### config.mk
export PLATFORM = sky130hd
export DESIGN_NAME = netctl_csr
export DESIGN_NICKNAME = d
export VERILOG_FILES = /design/src/rtl/netctl_csr_pkg.sv /design/src/rtl/netctl_evt_bit.sv /design/src/rtl/netctl_cmd_reg.sv /design/src/rtl/netctl_aux_bank.sv /design/src/rtl/netctl_csr.sv
export SDC_FILE = /design/constraint.sdc
export NUM_CORES = 1
export LEC_CHECK = 0
export BUFFER_PORTS_ARGS = -buffer_cell sky130_fd_sc_hd__buf_2
export CAP_MARGIN = 20
export CORE_UTILIZATION = 35
export DETAILED_ROUTE_END_ITERATION = 8
export GPL_TIMING_DRIVEN = 1
export HOLD_SLACK_MARGIN = 0.06
export PLACE_DENSITY = 0.63
export SLEW_MARGIN = 15
export SYNTH_ARGS = -nofsm -noshare
export SYNTH_HDL_FRONTEND = slang
export SYNTH_SLANG_ARGS = --single-unit
### constraint.sdc
create_clock -name clk -period 2 [get_ports clk]
set_input_delay 0.3 -clock clk [delete_from_list [all_inputs] [get_ports clk]]
set_output_delay 0.3 -clock clk [all_outputs]
set_load 0.01 [all_outputs]
### src/rtl/netctl_csr_pkg.sv
package netctl_csr_pkg;
  localparam int CSR_W = 16;

  localparam int BIT_INIT     = 0;
  localparam int BIT_START    = 1;
  localparam int BIT_STOP     = 2;
  localparam int BIT_TXDEMAND = 3;
  localparam int BIT_TXON     = 4;
  localparam int BIT_RXON     = 5;
  localparam int BIT_IEN      = 6;
  localparam int BIT_IRQSUM   = 7;
  localparam int BIT_INITDONE = 8;
  localparam int BIT_ERRSUM   = 15;

  // event flags occupy bits EVT_BASE .. EVT_BASE+N_EVT-1
  localparam int EVT_BASE = 8;
  localparam int N_EVT    = 7;
  // index within the event vector
  localparam int EV_INITDONE = 0;
  localparam int EV_TXINT    = 1;
  localparam int EV_RXINT    = 2;
  localparam int EV_MEMERR   = 3;
  localparam int EV_MISSED   = 4;
  localparam int EV_COLL     = 5;
  localparam int EV_BABBLE   = 6;

  typedef struct packed {
    logic start;
    logic stop;
    logic init;
    logic tdmd;
    logic inea;
    logic rxon;
    logic txon;
  } cmd_t;
endpackage

### src/rtl/netctl_evt_bit.sv
module netctl_evt_bit (
  input  logic clk,
  input  logic rst_n,
  input  logic set_i,
  input  logic clr_i,
  input  logic hold_i,
  output logic d_o,
  output logic q_o
);
  logic q;

  // a set beats a host clear, a hold beats both
  always_comb begin
    d_o = hold_i ? 1'b0 : (set_i | (q & ~clr_i));
  end

  always_ff @(posedge clk or negedge rst_n) begin
    if (!rst_n) q <= 1'b0;
    else        q <= d_o;
  end

  assign q_o = q;
endmodule

### src/rtl/netctl_cmd_reg.sv
module netctl_cmd_reg
  import netctl_csr_pkg::*;
(
  input  logic             clk,
  input  logic             rst_n,
  input  logic             wr_en,
  input  logic [CSR_W-1:0] wdata,
  input  logic             initdone_ev,
  input  logic             init_rx_en,
  input  logic             init_tx_en,
  input  logic             tdmd_clr,
  input  logic             memerr_next,
  output cmd_t             cmd_q,
  output logic             stop_next
);
  cmd_t cmd_d;
  cmd_t cmd_r;

  always_comb begin
    cmd_d      = cmd_r;
    cmd_d.tdmd = cmd_r.tdmd & ~tdmd_clr;
    if (initdone_ev) begin
      cmd_d.init = 1'b0;
      cmd_d.rxon = init_rx_en;
      cmd_d.txon = init_tx_en;
    end
    if (wr_en) begin
      if (wdata[BIT_TXDEMAND]) cmd_d.tdmd = 1'b1;
      if (wdata[BIT_START]) begin
        cmd_d.start = 1'b1;
        cmd_d.stop  = 1'b0;
      end
      if (wdata[BIT_INIT]) begin
        cmd_d.init = 1'b1;
        cmd_d.stop = 1'b0;
      end
      if (wdata[BIT_STOP]) begin
        cmd_d.stop  = 1'b1;
        cmd_d.start = 1'b0;
        cmd_d.init  = 1'b0;
      end
      cmd_d.inea = wdata[BIT_IEN];
    end
    if (memerr_next) begin
      cmd_d.rxon = 1'b0;
      cmd_d.txon = 1'b0;
    end
  end

  always_ff @(posedge clk or negedge rst_n) begin
    if (!rst_n) begin
      cmd_r <= '{start: 1'b0, stop: 1'b1, init: 1'b0, tdmd: 1'b0,
                 inea: 1'b0, rxon: 1'b0, txon: 1'b0};
    end else begin
      cmd_r <= cmd_d;
    end
  end

  assign cmd_q     = cmd_r;
  assign stop_next = cmd_d.stop;
endmodule

### src/rtl/netctl_aux_bank.sv
module netctl_aux_bank #(
  parameter int DATA_W = 16,
  parameter int SEL_W  = 2
) (
  input  logic              clk,
  input  logic              rst_n,
  input  logic              we,
  input  logic [SEL_W-1:0]  sel,
  input  logic [DATA_W-1:0] wdata,
  output logic [DATA_W-1:0] rdata
);
  localparam int NUM_REGS = 1 << SEL_W;

  logic [DATA_W-1:0] rd_arr [NUM_REGS];

  assign rd_arr[0] = '0;

  for (genvar i = 1; i < NUM_REGS; i++) begin : g_reg
    logic              hit;
    logic [DATA_W-1:0] q;
    assign hit = we && (sel == SEL_W'(i));
    always_ff @(posedge clk or negedge rst_n) begin
      if (!rst_n)   q <= '0;
      else if (hit) q <= wdata;
    end
    assign rd_arr[i] = q;
  end

  assign rdata = rd_arr[sel];
endmodule

### src/rtl/netctl_csr.sv
module netctl_csr
  import netctl_csr_pkg::*;
#(
  parameter int SEL_W = 2
) (
  input  logic             clk,
  input  logic             rst_n,
  input  logic             host_we,
  input  logic             host_addr,
  input  logic [CSR_W-1:0] host_wdata,
  output logic [CSR_W-1:0] host_rdata,
  input  logic             ev_babble,
  input  logic             ev_coll,
  input  logic             ev_miss,
  input  logic             ev_merr,
  input  logic             ev_rxdone,
  input  logic             ev_txdone,
  input  logic             ev_initdone,
  input  logic             init_rx_en,
  input  logic             init_tx_en,
  input  logic             tdmd_clr,
  output logic [CSR_W-1:0] csr_value,
  output logic             ctl_start,
  output logic             ctl_stop,
  output logic             ctl_init,
  output logic             ctl_tdmd,
  output logic             ctl_inea,
  output logic             rx_on,
  output logic             tx_on,
  output logic             irq
);
  // reset: asserted at once, released on the clock
  logic [1:0] rst_pipe;
  logic       rst_sync_n;
  always_ff @(posedge clk or negedge rst_n) begin
    if (!rst_n) rst_pipe <= 2'b00;
    else        rst_pipe <= {rst_pipe[0], 1'b1};
  end
  assign rst_sync_n = rst_pipe[1];

  // host decode
  logic data_we, sel_we, csr0_we, aux_we;
  logic [SEL_W-1:0] sel_q, sel_d;
  assign data_we = host_we & ~host_addr;
  assign sel_we  = host_we &  host_addr;
  assign csr0_we = data_we & (sel_q == '0);
  assign aux_we  = data_we & (sel_q != '0);

  always_comb begin
    sel_d = sel_q;
    if (sel_we) sel_d = host_wdata[SEL_W-1:0];
  end

  always_ff @(posedge clk or negedge rst_sync_n) begin
    if (!rst_sync_n) sel_q <= '0;
    else             sel_q <= sel_d;
  end

  // event flags
  logic [N_EVT-1:0] ev_vec, stat_q, stat_d, stat_clr;
  logic             stop_next;
  assign ev_vec   = {ev_babble, ev_coll, ev_miss, ev_merr,
                     ev_rxdone, ev_txdone, ev_initdone};
  assign stat_clr = csr0_we ? host_wdata[EVT_BASE +: N_EVT] : '0;

  for (genvar i = 0; i < N_EVT; i++) begin : g_evt
    logic hold;
    if (i == EV_INITDONE) begin : g_hold
      assign hold = stop_next;
    end else begin : g_free
      assign hold = 1'b0;
    end
    netctl_evt_bit u_bit (
      .clk    (clk),
      .rst_n  (rst_sync_n),
      .set_i  (ev_vec[i]),
      .clr_i  (stat_clr[i]),
      .hold_i (hold),
      .d_o    (stat_d[i]),
      .q_o    (stat_q[i])
    );
  end

  // command bits
  cmd_t cmd_q;
  netctl_cmd_reg u_cmd (
    .clk         (clk),
    .rst_n       (rst_sync_n),
    .wr_en       (csr0_we),
    .wdata       (host_wdata),
    .initdone_ev (ev_initdone),
    .init_rx_en  (init_rx_en),
    .init_tx_en  (init_tx_en),
    .tdmd_clr    (tdmd_clr),
    .memerr_next (stat_d[EV_MEMERR]),
    .cmd_q       (cmd_q),
    .stop_next   (stop_next)
  );

  // plain registers behind selects 1..N
  logic [CSR_W-1:0] aux_rdata;
  netctl_aux_bank #(.DATA_W(CSR_W), .SEL_W(SEL_W)) u_aux (
    .clk   (clk),
    .rst_n (rst_sync_n),
    .we    (aux_we),
    .sel   (sel_q),
    .wdata (host_wdata),
    .rdata (aux_rdata)
  );

  // summaries
  logic err_sum, irq_sum;
  assign err_sum = stat_q[EV_BABBLE] | stat_q[EV_COLL] |
                   stat_q[EV_MISSED] | stat_q[EV_MEMERR];
  assign irq_sum = stat_q[EV_BABBLE] | stat_q[EV_MISSED] | stat_q[EV_MEMERR] |
                   stat_q[EV_RXINT]  | stat_q[EV_TXINT]  | stat_q[EV_INITDONE];

  always_comb begin
    csr_value                        = '0;
    csr_value[BIT_ERRSUM]            = err_sum;
    csr_value[EVT_BASE +: N_EVT]     = stat_q;
    csr_value[BIT_IRQSUM]            = irq_sum;
    csr_value[BIT_IEN]               = cmd_q.inea;
    csr_value[BIT_RXON]              = cmd_q.rxon;
    csr_value[BIT_TXON]              = cmd_q.txon;
    csr_value[BIT_TXDEMAND]          = cmd_q.tdmd;
    csr_value[BIT_STOP]              = cmd_q.stop;
    csr_value[BIT_START]             = cmd_q.start;
    csr_value[BIT_INIT]              = cmd_q.init;
  end

  always_comb begin
    if (host_addr)          host_rdata = CSR_W'(sel_q);
    else if (sel_q == '0)   host_rdata = csr_value;
    else                    host_rdata = aux_rdata;
  end

  assign ctl_start = cmd_q.start;
  assign ctl_stop  = cmd_q.stop;
  assign ctl_init  = cmd_q.init;
  assign ctl_tdmd  = cmd_q.tdmd;
  assign ctl_inea  = cmd_q.inea;
  assign rx_on     = cmd_q.rxon;
  assign tx_on     = cmd_q.txon;
  assign irq       = irq_sum & cmd_q.inea;
endmodule

* After elaboration in Yosys (flattened, before gate mapping) *
Index checks and enable logic that the tools add are counted.

operators by class
  eq/ne operators = 3
  mux-type cells = 15
  bitwise gates (word level) = 38
  reduce and logical (&&, ||, !) cells = 8
  $lt $le $gt $ge = 1

operators by type and width
  kind                                                                   count
  16-bit 2-to-1 mux                                                      4
  16-bit binary-select mux with 2-bit select                             1
  1-bit bitwise OR                                                       15
  1-bit AND                                                              13
  1-bit inverter                                                         9
  2-bit 2-to-1 mux                                                       4
  7-bit 2-to-1 mux                                                       1
  2-bit nonzero test                                                     3
  2-bit equality test, second input constant                             2
  4-bit 2-to-1 mux                                                       1
  3-bit greater-or-equal comparator, second input constant               1
  1-bit logical AND                                                      3
  1-bit 2-to-1 mux                                                       3
  3-bit 2-to-1 mux                                                       1
  2-bit inverter with 3-bit output                                       1
  2-bit by 1-bit equality test with 1-bit output, second input constant  1
  2-bit zero test                                                        1
  2-bit AND reduction                                                    1

word-level totals
  input port bits = 30
  register bits = 66
  output and inout port bits = 40

* Longest topological paths before layout *
Gate-level depths: netlist of run 1.

  depth in word-level cells = 8
  gate-level depth with buffers = 5

* Hierarchy *
Synthesis of run 1 repeated with hierarchy kept, for this count alone.

unflattened totals
  cells, all modules = 278
  area, all modules = 3518.4 µm²

by module, submodules not included
  module           times used  cells each  area an instance (µm²)
  netctl_aux_bank  1           141         2280.9
  netctl_csr       1           86          641.9
  netctl_evt_bit   7           4           43.8
  netctl_cmd_reg   1           23          289.0

* Worst setup path after synthesis of run 1 *
No wires, ideal clock.

  path type = register to output
  start = reg g_evt[6].u_bit.q
  end = out host_rdata[15]
  stages on the path, launching flop included = 4
  arrival time = 1.551 ns
  path buffers = 0
  setup slack = 0.149 ns
  path through = dfrtp_1 or4_4 mux4_2 and2_1

on the way
  longest elaborated chain between the ends = 5

RTL lines
  item                           line                  source
  start, declared                netctl_evt_bit.sv:10  logic q;
  start signal, assigned         netctl_evt_bit.sv:19  else q <= d_o;
  1-bit bitwise OR (2 in a row)  netctl_csr.sv:113     assign err_sum = stat_q[EV_BABBLE] | stat_q[EV_COLL] |
  1-bit bitwise OR               netctl_csr.sv:114     stat_q[EV_MISSED] | stat_q[EV_MEMERR];
  via err_sum                    netctl_csr.sv:112     logic err_sum, irq_sum;
  16-bit 2-to-1 mux              netctl_csr.sv:134     else if (sel_q == '0) host_rdata = csr_value;
  16-bit 2-to-1 mux              netctl_csr.sv:133     if (host_addr) host_rdata = CSR_W'(sel_q);
  end, declared                  netctl_csr.sv:11      output logic [CSR_W-1:0] host_rdata,

The timed path passes the listed nets, and every way through them passes these cells.

* Final worst setup path of run 1 *
  start = reg g_evt[4].u_bit.q
  end = out host_rdata[15]

on the way
  longest elaborated chain between the ends = 4

RTL lines
  item                    line
  start, declared         netctl_evt_bit.sv:10
  start signal, assigned  netctl_evt_bit.sv:19
  1-bit bitwise OR        netctl_csr.sv:113
  1-bit bitwise OR        netctl_csr.sv:114
  16-bit 2-to-1 mux       netctl_csr.sv:134
  16-bit 2-to-1 mux       netctl_csr.sv:133

No other way between the ends.

==> impl_metrics.csv, run 1 <==
group,metric,value,unit
die,io_pins,70,
sta,rsz0062_at_grt,"true",
min_path,holdCritStartpoint,"ev_coll",
finish,drive_above_1_share,64.8,%
logic_synthesis,synth.mux.area_fraction,28.4,%
grt,grt_util_all_layers,16.6,%
finish,syn2layout_area_growth,30.4,%
place,dpl-instance-area,3690,sq um
power,ir_drop,465,uV
die,die_y,97.7,um
logic_synthesis,avgSynthCellArea,13.8,sq um
power,internal_power,3490,uW
grt,grt_overflow,0,
logic_synthesis,syn-instance-count,232,
die,initial_utilization,36.4,%
power,p_clk_share,28.4,%
min_path,hold_end,"g_evt[5].u_bit.q_o",
min_path,hp-class,"in2reg",
worst_setup_path,critical_path_arrival,2.00,ns
die,die-area,9550,sq um
status,status,"finished, violations left",
sta,maxSlewViolCount,0,
logic_synthesis,syn-cell-area,3210,sq um
finish,fin_area,4180,sq um
cts,cts_htree_levels,3,
detailed_routing,dr.pass1.iters,6,
cts,worstSkewPairLatency,0.35,ns
power,total_power,4760,uW
worst_setup_path,reg2reg_slack,0.16,ns
grt,antenna_found_initial,0,
place,port_buffers,69,
finish,diodes,0,
logic_synthesis,synth_seq_cells,66,
sta,finalHoldViolations,0,
power,switchingPower,1280,uW
worst_setup_path,cp_data_required_time,1.70,ns
logic_synthesis,yosysUniqueCellTypes,35,
cts,cts_root_buffer,"clkbuf_8",
worst_setup_path,r2r_cells,5,
logic_synthesis,yosys.area_share.xor_xnor,0,%
detailed_routing,antenna_left,0,
power,switching_share,26.8,%
status,violations,"design-rule violations, negative setup slack",
logic_synthesis,synth_compound_gate_area_share,4.80,%
worst_setup_path,setup.worst_path.start,"g_evt[4].u_bit.q_o",
place,gp_congestion,0.770,
finish,layout_common_cells,"dfrtp_1, buf_2, mux2_2",
finish,final_common_cell,"dfrtp_1",
detailed_routing,vias_per_cell,5.03,
worst_setup_path,setup.worst_path.start_class,"flip-flop",
worst_setup_path,reg2reg_to,"g_evt[0].u_bit.q_o",
sta,timing.fmax,0.435,GHz
sta,final-setup-viol-count,11,
sta,layout_min_cycle_time,2.30,ns
sta,min_period_over_period,115,%
logic_synthesis,ys_warn_count,0,
grt,first_global_vias,2256,
detailed_routing,vias,2143,
logic_synthesis,synth_top_family_by_area,"multiplexers",
grt,grt_pass1_wl,11900,um
grt,grt_max_degree,65,
power,pwr-share-comb,29.8,%
detailed_routing,wl_per_cell,17.1,um
place,hpwl,5100,um
job,max_cap_viol_count,0,
logic_synthesis,synthSimpleGateAreaFrac,8.00,%
finish,fillCellCount,780,
logic_synthesis,synthAdderAreaFrac,0,%
finish,nets,343,
power,seq_power_share,41.8,%
worst_setup_path,path_class,"reg2out",
die,die_w,97.7,um
die,row_count,34,
detailed_routing,drt_wl_total,7290,um
cts,path_clk_slew,0.08,ns
sta,setup_slack,-0.298,ns
worst_setup_path,crit_path_end_kind,"output port",
logic_synthesis,syn_nets,262,
cts,cts_sinks,66,
worst_setup_path,r2r-start,"sel_q[1]",
min_path,hold_depth,2,
sta,fin_skew,0.00865,ns
worst_setup_path,crit_fanout,2,
cts,cts_buffers,9,
cts,clockBufferDepth,2,
power,power.density,1140,nW/um^2
power,leakagePower,0.00189,uW
logic_synthesis,yosysSeqAreaShare,51.6,%
die,core,8810,sq um
detailed_routing,drc,8,
detailed_routing,drt-initial-drc-count,91,
cts,cts_tree,"done",
==> worst max path at each step <==
stage	cells past startpoint	to	slack, ns
after detailed placement	4	host_rdata[15]	0.05
after global placement	4	host_rdata[15]	0.07
after global routing	4	host_rdata[15]	-0.34
after floorplan	0	g_evt[0].u_bit.q_o	0.03
after CTS	4	host_rdata[15]	-0.33
final	4	host_rdata[15]	-0.30
==> sequential cells by signal (all words and copies together), names as in the netlist <==
| signal | cells |
|---|---|
| u_aux.g.q | 48 |
| u_cmd.cmd_q | 7 |
| rst_pipe | 2 |
| g_evt.u_bit.q_o | 7 |
| sel_q | 2 |
==> power by group through the flow <==
stage / Combinational (uW) / Sequential, uW / Clock [uW]
final: 1420 / 1990 / 1350
after global routing: 1530 / 2050 / 1440
after CTS: 1370 / 1990 / 1390
after detailed placement: 1230 / 2020 / 0
after global placement: 1200 / 2000 / 0
after floorplan: 903 / 1960 / 0
==> logic make-up (layout without fill, tap and decap cells) <==
family | count (synthesis) | after routing
buf+inv | 34 | 120
mux | 68 | 68
compound gates | 23 | 23
flops | 66 | 66
simple gates | 40 | 40
other cells | 1 | 1
==> critical path, cell delays in order, from the launching register on <==
cell     delay (ns)
dfrtp_1        0.39
or4_4          0.53
mux4_2         0.46
and2_4         0.15
buf_6          0.11
==> per-stage QoR <==
stage	utilization [%]	hold WS [ns]	cells	setup TNS [ns]	worst slack [ns]
after floorplan	-	0.00441	232	0	0.0279
after global placement	41.9	0.0868	397	0	0.0746
after detailed placement	41.9	0.0901	397	0	0.0536
after CTS	46.4	0.0982	423	-0.969	-0.326
after global routing	47.5	0.114	426	-1.36	-0.343
final	47.5	0.120	426	-0.627	-0.298
==> Yosys cell counts, drive strengths merged <==
library cell	n	share of area, %
a21boi	1	0.23
a21o	5	1.2
a21oi	4	0.62
a222oi	1	0.31
a22o	1	0.27
a22oi	2	0.47
a31oi	1	0.20
and2	15	2.9
buf	25	5.4
clkbuf	5	1.2
conb	1	0.12
dfrtp	65	51
dfstp	1	0.82
inv	4	0.47
mux2	51	18
mux2i	4	1.2
mux4	13	9.3
nand2	12	1.4
nand4b	1	0.47
nor2	1	0.12
nor3	4	0.62
nor3b	1	0.23
nor4b	1	0.74
nor4bb	2	0.62
o21ai	6	0.94
o311a	1	0.31
o31ai	1	0.23
or2	1	0.20
or4	1	0.35
or4b	1	0.31
==> cell type report <==
class                   count  area, sq um  share of cell area (%)
flip-flops and latches     66         1660                    39.6
clock buffers               9          124                    2.96
well taps                 108          135                    3.23
clock inverters             7          118                    2.81
repair buffers            100          729                    17.4
multi-input cells         132         1410                    33.6
inverters                   4         15.0                   0.359
==> what timing repair did <==
| item | in CTS | in global routing |
|---|---|---|
| setup buffers | 8 | 4 |
| resized for setup | 18 | 22 |
| hold buffers | 1 | 0 |
| cloned | 1 | 0 |
| pin swaps | 7 | 5 |
| hold endpoints to repair | 2 | 0 |
| setup endpoints to repair | 15 | 16 |
==> metal layers <==
layer  vias up  wire length (um)  GRT usage, %
met1      1094              3140          21.2
met2        58              3600          26.6
met5         -                 0             0
li1        979                 -             -
met3        12               473          5.25
met4         0                79          5.71
No activity file was read; power rests on OpenSTA's default activity.
==> run 2: changes to the inputs <==
--- a/config.mk
+++ b/config.mk
@@ -8,9 +8,9 @@
 export BUFFER_PORTS_ARGS = -buffer_cell sky130_fd_sc_hd__buf_2
 export CAP_MARGIN = 20
-export CORE_UTILIZATION = 35
+export CORE_UTILIZATION = 49
 export DETAILED_ROUTE_END_ITERATION = 8
 export GPL_TIMING_DRIVEN = 1
 export HOLD_SLACK_MARGIN = 0.06
-export PLACE_DENSITY = 0.63
+export PLACE_DENSITY = 0.81
 export SLEW_MARGIN = 15
 export SYNTH_ARGS = -nofsm -noshare
==> constraint.sdc (replaced) <==
create_clock -name clk -period 2 [get_ports clk]
set_input_delay 0.1 -clock clk [delete_from_list [all_inputs] [get_ports clk]]
set_output_delay 0.1 -clock clk [all_outputs]
set_load 0.01 [all_outputs]
==> run 2 against run 1 <==
The run ends with negative setup slack left. Routed wire length decreased by 4.7%. Sequential cell count unchanged. Worst setup slack improved by 0.18 ns. Largest cell class unchanged.
==> impl_metrics.csv, run 2 (synthesis results as in run 1) <==
group,metric,value,unit
status,status,"finished, violations left",
status,violations,"negative setup slack",
sta,min_period_over_period,106,%
finish,nets,355,
grt,grt_overflow,0,
finish,drive_above_1_share,54.5,%
sta,relSlewSlack,64.5,%
min_path,hold_end,"u_cmd.cmd_q[1]",
worst_setup_path,crit_fanout,2,
cts,clockBufferDepth,2,
power,ir_drop,770,uV
place,port_buffers,69,
place,dpl-instance-area,3620,sq um
die,die-area,6870,sq um
cts,cts_tree,"done",
worst_setup_path,path_class,"reg2out",
finish,fin_area,4140,sq um
detailed_routing,wl_per_cell,17.1,um
die,io_pins,70,
cts,cts_buffers,9,
min_path,hp-class,"in2reg",
sta,finalHoldViolations,0,
finish,syn2layout_area_growth,29.2,%
detailed_routing,drt_wl_total,6950,um
die,core,6350,sq um
detailed_routing,dr.pass1.iters,4,
finish,layout_common_cells,"buf_2, dfrtp_1, mux2_2",
grt,grt_pass1_wl,11400,um
worst_setup_path,cp_data_required_time,1.90,ns
grt,grt_util_all_layers,21.4,%
worst_setup_path,setup.worst_path.start_class,"flip-flop",
detailed_routing,antenna_left,0,
power,total_power,4620,uW
die,die_y,82.9,um
worst_setup_path,r2r-start,"sel_q[1]",
worst_setup_path,reg2reg_slack,0.27,ns
finish,fillCellCount,449,
sta,maxSlewViolCount,0,
sta,final-setup-viol-count,1,
detailed_routing,drc,0,
cts,cts_root_buffer,"clkbuf_8",
cts,worstSkewPairLatency,0.34,ns
worst_setup_path,reg2reg_to,"g_evt[0].u_bit.q_o",
min_path,hold_depth,3,
sta,rsz0062_at_grt,"true",
place,hpwl,4750,um
die,initial_utilization,50.5,%
cts,cts_htree_levels,3,
power,leakagePower,0.00188,uW
worst_setup_path,r2r_cells,4,
die,row_count,29,
detailed_routing,drt-initial-drc-count,144,
sta,worst_pin_slew,0.532,ns
grt,antenna_found_initial,0,
min_path,holdCritStartpoint,"init_rx_en",
grt,first_global_vias,2139,
detailed_routing,vias_per_cell,5.51,
power,power.density,1120,nW/um^2
worst_setup_path,critical_path_arrival,2.02,ns
grt,grt_max_degree,65,
sta,timing.fmax,0.472,GHz
cts,cts_sinks,66,
die,die_w,82.9,um
finish,largest_register,"u_aux.g.q",
sta,layout_min_cycle_time,2.12,ns
sta,setup_slack,-0.117,ns
detailed_routing,vias,2241,
job,max_cap_viol_count,0,
sta,fin_skew,0.0102,ns
finish,finalCoreUtilization,65.2,%
sta,final.setup.tns,-0.117,ns
finish,largest_register_ffs,48,
worst_setup_path,crit_path_end_kind,"output port",
place,gp_congestion,0.742,
finish,final_common_cell,"buf_2",
finish,diodes,0,
cts,path_clk_slew,0.07,ns
## run 2: cell count changes in the layout (fill, tap and decap cells not counted), sizes merged
cell / before / now
clkinv: 1 / 4
clkinvlp: 3 / 0
buf: 99 / 89
dlygate4sd3: 1 / 23
## run 2: final cells by class
type                    count  area (sq um)  share of cell area (%)
clock inverters             7           118                    2.84
flip-flops and latches     66          1660                    40.0
inverters                   4          15.0                   0.363
clock buffers               9           124                    2.99
multi-input cells         132          1360                    32.7
well taps                  77          96.3                    2.33
repair buffers            112           776                    18.7
## run 2: how the worst max path moves through the flow
stage | cells after the start | end | slack, ns | start
2_1_floorplan | 0 | g_evt[0].u_bit.q_o | 0.03 | rst_pipe[1]
3_3_place_gp | 4 | host_rdata[15] | 0.22 | g_evt[6].u_bit.q_o
3_5_place_dp | 4 | host_rdata[15] | 0.20 | g_evt[6].u_bit.q_o
4_1_cts | 4 | host_rdata[15] | -0.13 | g_evt[6].u_bit.q_o
5_1_grt | 4 | host_rdata[15] | -0.17 | g_evt[6].u_bit.q_o
6_report | 4 | host_rdata[15] | -0.12 | g_evt[6].u_bit.q_o
## run 2: worst max-delay path, stage by stage (launching register included)
cell and delay [ns]:
dfrtp_1 0.39, or4_4 0.55, mux4_2 0.45, and2_1 0.16, buf_2 0.13
## run 2: layer usage
| metal | global-route usage [%] | vias up | part of all wire, % |
|---|---|---|---|
| met5 | 0 | - | 0 |
| met4 | 5.80 | 0 | 0.69 |
| met3 | 5.67 | 5 | 6.0 |
| met2 | 32.9 | 80 | 49 |
| met1 | 30.3 | 1143 | 44 |
| li1 | - | 1013 | - |
## run 2: repair_timing
action                                 in CTS  in global routing
hold buffers                               23                  0
endpoints found under the hold margin      54                  0
setup endpoints to repair                   4                  4
gates resized for setup                     2                  0
buffers inserted                            2                  4
## run 2: report_power, final
part,internal [uW],leakage (uW),switching [uW]
clock network,827,0.000123,523
logic,779,0.000983,480
registers,1760,0.000776,246
total,3370,0.00188,1250
## run 2: through the flow
step | hold slack (ns) | worst slack (ns) | cells
2_1_floorplan | -0.196 | 0.0279 | 232
3_3_place_gp | -0.114 | 0.223 | 362
3_5_place_dp | -0.112 | 0.202 | 362
4_1_cts | 0.0651 | -0.129 | 403
5_1_grt | 0.0759 | -0.169 | 407
6_report | 0.0744 | -0.117 | 407
